### src/rtl/fbsram_pkg.sv
package fbsram_pkg;
  typedef enum logic [1:0] {
    OP_NONE  = 2'd0,
    OP_READ  = 2'd1,
    OP_WRITE = 2'd2
  } op_e;
endpackage

### src/rtl/fbsram_burst.sv
module fbsram_burst #(
  parameter int CW = 2
) (
  input  logic          clk_i,
  input  logic          rst_ni,
  input  logic          load_i,
  input  logic          step_i,
  input  logic [CW-1:0] seed_i,
  input  logic          order_i,
  output logic [CW-1:0] offset_o
);
  logic [CW-1:0] seed_q, cnt_q;
  logic          ilv_q;

  always_ff @(posedge clk_i or negedge rst_ni) begin
    if (!rst_ni) begin
      seed_q <= '0;
      cnt_q  <= '0;
      ilv_q  <= 1'b0;
    end else if (load_i) begin
      seed_q <= seed_i;
      cnt_q  <= '0;
      ilv_q  <= order_i;
    end else if (step_i) begin
      cnt_q  <= cnt_q + 1'b1;
    end
  end

  assign offset_o = ilv_q ? (seed_q ^ cnt_q) : (seed_q + cnt_q);

  assert_first_beat_R8: assert property (@(posedge clk_i) disable iff (!rst_ni)
    load_i |=> offset_o == $past(seed_i));
  assert_step_moves_R9: assert property (@(posedge clk_i) disable iff (!rst_ni)
    (step_i && !load_i) |=> offset_o != $past(offset_o));
endmodule

### src/rtl/fbsram_ctrl.sv
module fbsram_ctrl
  import fbsram_pkg::*;
#(
  parameter int HW = 6,
  parameter int NB = 2
) (
  input  logic          clk_i,
  input  logic          rst_ni,
  input  logic          active_i,
  input  logic          adv_i,
  input  logic          sel_i,
  input  logic          we_n_i,
  input  logic [NB-1:0] bw_n_i,
  input  logic [HW-1:0] hi_i,
  output op_e           op_o,
  output logic [HW-1:0] hi_o,
  output logic [NB-1:0] bw_n_o
);
  op_e op_q;
  logic [HW-1:0] hi_q;
  logic [NB-1:0] bw_q;

  always_ff @(posedge clk_i or negedge rst_ni) begin
    if (!rst_ni) begin
      op_q <= OP_NONE;
      hi_q <= '0;
      bw_q <= '1;
    end else if (active_i) begin
      bw_q <= bw_n_i;
      if (!adv_i) begin
        hi_q <= hi_i;
        if (!sel_i)       op_q <= OP_NONE;
        else if (we_n_i)  op_q <= OP_READ;
        else              op_q <= OP_WRITE;
      end
    end
  end

  assign op_o   = op_q;
  assign hi_o   = hi_q;
  assign bw_n_o = bw_q;

  assert_deselect_R3: assert property (@(posedge clk_i) disable iff (!rst_ni)
    (active_i && !adv_i && !sel_i) |=> op_o == OP_NONE);
  assert_keep_op_R12: assert property (@(posedge clk_i) disable iff (!rst_ni)
    (active_i && adv_i) |=> (op_o == $past(op_o)) && $stable(hi_o));
  assert_hold_R2: assert property (@(posedge clk_i) disable iff (!rst_ni)
    !active_i |=> $stable(op_o) && $stable(hi_o) && $stable(bw_n_o));
endmodule

### src/rtl/fbsram_array.sv
module fbsram_array #(
  parameter int DW     = 18,
  parameter int BYTE_W = 9,
  parameter int AW     = 8,
  localparam int NB    = DW / BYTE_W,
  localparam int DEPTH = 1 << AW
) (
  input  logic          clk_i,
  input  logic          we_i,
  input  logic [NB-1:0] lane_en_i,
  input  logic [AW-1:0] addr_i,
  input  logic [DW-1:0] wdata_i,
  output logic [DW-1:0] rdata_o
);
  for (genvar g = 0; g < NB; g++) begin : g_lane
    logic [BYTE_W-1:0] mem [DEPTH];

    always_ff @(posedge clk_i) begin
      if (we_i && lane_en_i[g]) mem[addr_i] <= wdata_i[g*BYTE_W +: BYTE_W];
    end

    assign rdata_o[g*BYTE_W +: BYTE_W] = mem[addr_i];
  end
endmodule

### src/rtl/fbsram_top.sv
module fbsram_top
  import fbsram_pkg::*;
#(
  parameter int DW     = 18,
  parameter int BYTE_W = 9,
  parameter int AW     = 8,
  localparam int NB    = DW / BYTE_W,
  localparam int CW    = 2,
  localparam int HW    = AW - CW
) (
  input  logic          clk_i,
  input  logic          rst_ni,
  input  logic          cke_n_i,
  input  logic          ce1_n_i,
  input  logic          ce2_i,
  input  logic          ce3_n_i,
  input  logic          adv_i,
  input  logic          we_n_i,
  input  logic [NB-1:0] bw_n_i,
  input  logic          order_i,
  input  logic [AW-1:0] addr_i,
  input  logic [DW-1:0] wdata_i,
  output logic [DW-1:0] rdata_o,
  output logic          rvalid_o
);
  logic          active, sel, load, step;
  op_e           op;
  logic [HW-1:0] hi;
  logic [NB-1:0] bw_n;
  logic [CW-1:0] offset;
  logic [AW-1:0] cur_addr;
  logic [DW-1:0] arr_rdata;

  assign active = !cke_n_i;
  assign sel    = !ce1_n_i && ce2_i && !ce3_n_i;
  assign load   = active && !adv_i;
  assign step   = active && adv_i;

  fbsram_ctrl #(.HW(HW), .NB(NB)) u_ctrl (
    .clk_i, .rst_ni,
    .active_i (active),
    .adv_i,
    .sel_i    (sel),
    .we_n_i,
    .bw_n_i,
    .hi_i     (addr_i[AW-1:CW]),
    .op_o     (op),
    .hi_o     (hi),
    .bw_n_o   (bw_n)
  );

  fbsram_burst #(.CW(CW)) u_burst (
    .clk_i, .rst_ni,
    .load_i   (load),
    .step_i   (step),
    .seed_i   (addr_i[CW-1:0]),
    .order_i,
    .offset_o (offset)
  );

  assign cur_addr = {hi, offset};

  // write completes at the active edge after its address was registered
  fbsram_array #(.DW(DW), .BYTE_W(BYTE_W), .AW(AW)) u_array (
    .clk_i,
    .we_i      (active && op == OP_WRITE),
    .lane_en_i (~bw_n),
    .addr_i    (cur_addr),
    .wdata_i,
    .rdata_o   (arr_rdata)
  );

  assign rvalid_o = (op == OP_READ);
  assign rdata_o  = rvalid_o ? arr_rdata : '0;

  assert_read_valid_R4: assert property (@(posedge clk_i) disable iff (!rst_ni)
    (load && sel && we_n_i) |=> rvalid_o);
  assert_write_quiet_R5: assert property (@(posedge clk_i) disable iff (!rst_ni)
    (load && sel && !we_n_i) |=> !rvalid_o);
  assert_freeze_out_R2: assert property (@(posedge clk_i) disable iff (!rst_ni)
    cke_n_i |=> $stable(rvalid_o) && $stable(rdata_o));
  assert_idle_zero_R4: assert property (@(posedge clk_i) disable iff (!rst_ni)
    !rvalid_o |-> rdata_o == '0);
endmodule

### config.mk
export PLATFORM = sky130hd
export DESIGN_NAME = fbsram_top
export DESIGN_NICKNAME = d
export VERILOG_FILES = /design/src/rtl/fbsram_pkg.sv /design/src/rtl/fbsram_burst.sv /design/src/rtl/fbsram_ctrl.sv /design/src/rtl/fbsram_array.sv /design/src/rtl/fbsram_top.sv
export SDC_FILE = /design/constraint.sdc
export NUM_CORES = 2
export LEC_CHECK = 0
export ABC_AREA = 0
export BUFFER_PORTS_ARGS = -buffer_cell sky130_fd_sc_hd__clkbuf_2
export CAP_MARGIN = 20
export CORE_ASPECT_RATIO = 0.7
export CORE_MARGIN = 10
export CORE_UTILIZATION = 50
export CTS_CLUSTER_DIAMETER = 40
export DETAILED_ROUTE_END_ITERATION = 10
export GPL_ROUTABILITY_DRIVEN = 0
export PLACE_DENSITY = 0.62
export SYNTH_ARGS = -nofsm -noshare
export SYNTH_HDL_FRONTEND = slang
export SYNTH_MEMORY_MAX_BITS = 65536
export SYNTH_SLANG_ARGS = --single-unit
export TNS_END_PERCENT = 10
### constraint.sdc
create_clock -name clk_i -period 8.3 [get_ports clk_i]
set_clock_uncertainty 0.05 [all_clocks]
set_input_delay 1.245 -clock clk_i [delete_from_list [all_inputs] [get_ports clk_i]]
set_output_delay 1.245 -clock clk_i [all_outputs]
set_load 0.01 [all_outputs]
==> results.txt <==
The flow ran to the end, and the final reports show no timing, DRC or antenna violations. The first-pass GRT wire length came out at around 840000 µm. The hold violation count in the final report is 0.

The buffers inserted during post-CTS setup optimization came out at 0. The endpoint identified for the worst register-to-register timing path is u_array.g_lane[1].mem[75][1]. The smallest clock period supported by the final layout is computed as 8250 ps.

The number of placement rows came out at ~180. The library cells used most frequently in the layout, excluding fill and tap cells, are 4608 x edfxtp_1, 1960 x nand2_1, 663 x nor2_1. For this block, the initial DRC count from the detailed router was 20000. After clock tree synthesis, the clock-pin slew on the worst setup and hold paths is roughly 60 ps. The startpoint identified for the worst register-to-register timing path is u_ctrl.hi_o[1]. The overall overflow remaining after global route came out at 0.

The height of the chip came out at ~520 µm. Entering global routing, the biggest net connects between 150 and 200 pins. Buffers inserted to repair hold after CTS numbered 0.

The largest fanout on the critical path is 68. The standard cell area after detailed placement is roughly 190000 µm². In this run, synthesis produced a sequential element count of ~4600. The slew at the pin closest to its max-slew limit came out at between 1000 and 1500 ps. The post-detailed-route wirelength per cell came out at roughly 37 µm.

The number of instances in the placed design is around 16000. For this configuration, the core starts out at a cell density of roughly 50%. Data on the critical path arrives at its endpoint at 6950 ps. The count of final max-slew check failures came to 0. The mapped cell area is about 180000 µm². The post-layout net count is ~11000. The fraction of layout instances using a drive strength above 1 came out at 16.2%. Hold timing on the final database bottoms out at a slack of about 170 ps. The count of buffers from port buffering is 55. The final critical path takes up between 90% and 100% of the cycle. The number of flops mapped to enable cells by yosys is around 4600.

STA classifies the critical path endpoint as an output port. Synthesis produced a netlist whose cell count is 11000. The power density over the cells came out at 289 nW/µm². Measured against its own limit, the worst slew margin works out to between 10% and 20%.

In the global route stage, overall resource usage came out at a little under a third. The number of distinct library cells after synthesis came out at 69. The count of instances resized after the clock tree is built is 3.

The cell sitting at the root of the clock tree is a clkbuf_16. The type of the worst setup path is reg -> out. The share of flip-flops with an asynchronous set or reset is less than 1%. Sequential cells were found to cover 76.6% of the synthesized design area. The number of nets in the synthesized netlist is around 11000. The remaining number of nets flagged by the antenna check after routing is 0. The final layout contains routed wiring with a total length of around 600000 µm. After synthesis, the cell types taking the most area are edfxtp_1 76%, mux4_2 6.7%, nand2_1 4.1%. Setup repair after global routing left no endpoint under its margin.

The total negative slack for setup checks came out at 0 ps. The first detailed-routing pass ran for 9 iterations. The region available for standard cell placement spans about 360000 µm². The number of setup violations in the final report came out at 0. The count of warnings emitted by yosys is 0. The clock insertion delay at the later pin of the skew report came out at 1000 ps. After detailed routing, the number of remaining DRC violations is 0. The number of top-level pins came out at 56. Across the VDD grid, the largest voltage drop is 249 µV.

The detailed-placement wirelength estimate is between 300000 and 400000 µm. The number of global-route vias before repair is roughly 100k. The die area came out at between 300000 and 400000 µm². Timing would allow up to around 120 MHz.

The largest total area in the synthesized netlist belongs to edfxtp_1. The number of H-tree branching levels is 5. The mean area per synthesized cell came out at 16.4 µm². The number of buffers added by the clock tree synthesis step is 477. The total chip power is 59.2 mW.

The area fraction of the dominant cell type after synthesis came out at approximately 76%. The number of max-capacitance violations reported is 0. The initial antenna violation count came out at 60. The die width came out at around 740 µm. The static leakage came out at ~65 nW.

Leaving out fill and tap cells, the most frequent cell in the layout is edfxtp_1. TritonCTS built the clock tree. The reg-to-reg setup timing slack came out at approximately 2700 ps. The required time reported for the critical path endpoint is 7010 ps. The critical path launch point type is a register. The number of cells on the worst reg-to-reg path is 7. After detailed routing, the number of vias per cell comes to around 6.8. The path class of the tightest hold or removal check is in -> async. The via total after detailed routing came out at approximately 110k.

The total non-filler cell area in the finished layout is between 200000 and 250000 µm². In the synthesized netlist the dominant register cell turns out to be edfxtp_1. The clock net sink count is between 4000 and 5000. The layout overhead on the synthesized area is 13.2%. The count of non-filler cells in the finished layout came out at around 17000. The maximum number of buffers from clock root to sink is 4.
stage by stage:
stage / utilization [%] / worst slack, ps
after floorplan: - / 3850
after global placement: 52.3 / 864
after detailed placement: 52.3 / 859
after CTS: 56.8 / 169
after global routing: 57.0 / 60.0
final: 57.0 / 51.5
worst max path at each step:
stage                      from  cells past startpoint    endpoint  slack, ps
2_1_floorplan  u_burst.cnt_q[0]                     13  rdata_o[2]       3850
3_3_place_gp   u_burst.cnt_q[0]                     13  rdata_o[8]        860
4_1_cts        u_burst.cnt_q[0]                     16  rdata_o[5]        170
3_5_place_dp   u_burst.cnt_q[0]                     13  rdata_o[8]        860
5_1_grt        u_burst.cnt_q[0]                     15  rdata_o[6]         60
6_report       u_burst.cnt_q[0]                     11  rdata_o[5]         50
synthesized netlist by cell type, types with 87 or more instances:
library cell and n:
buf_2 301, nand3_1 632, a21oi_1 124, o221ai_1 87
edfxtp_1 4608, nand2_1 1980, nor2_1 687, nand4_1 155
a32oi_1 138, o21ai_0 89, mux4_2 538, a31oi_1 168
mux2i_1 355, clkbuf_1 325
cell families after synthesis:
group	after synthesis	synth area share [%]
adder cells (fa/ha/maj)	1	0.00691
XOR/XNOR	4	0.0235
multiplexers	916	8.80
buffers and inverters	728	1.77
AND/OR/NAND/NOR	3676	8.54
flip-flops	4623	76.6
AO/OA/AOI/OAI	1063	4.24
power by group:
part           internal (mW)  total (mW)  switching, mW
Clock                   12.6        21.9           9.35
Sequential              25.7        25.7         0.0497
Combinational           3.38        11.5           8.16
Total                   41.7        59.2           17.6
critical path: stages (launching register included):
cell,delay (ps)
dfrtp_1,430
ha_4,190
nand2b_4,670
nand2_2,880
o221ai_1,510
a221oi_1,200
nor4_1,1010
o22ai_1,390
nor4_2,820
a211oi_2,390
buf_4,280
clkbuf_2,130
registers in the layout (all words and copies together) (netlist names):
signal / cells
u_ctrl.op_o: 2
u_burst.seed_q: 2
u_array.g_lane.mem: 4608
u_ctrl.bw_n_o: 2
u_burst.cnt_q: 2
u_burst.ilv_q: 1
u_ctrl.hi_o: 6
layout make-up:
cell class | instances | area [µm²]
Timing Repair Buffer | 489 | 4610
Multi-Input combinational cell | 5660 | 39600
Fill cell | 27000 | 155000
Tap cell | 4836 | 6050
Antenna cell | 38 | 95.1
Sequential cell | 4623 | 139000
Clock inverter | 342 | 3630
Clock buffer | 545 | 12300
Inverter | 6 | 32.5
per-layer routing:
metal | up-vias | GRT usage (%) | part of all wire [%]
met2 | 9190 | 41.7 | 41
met5 | - | 0 | 0.11
li1 | 43800 | - | -
met4 | 64 | 12.2 | 4.5
met1 | 57200 | 44.2 | 38
met3 | 1438 | 13.4 | 17
(Power assumes the default switching activity.)
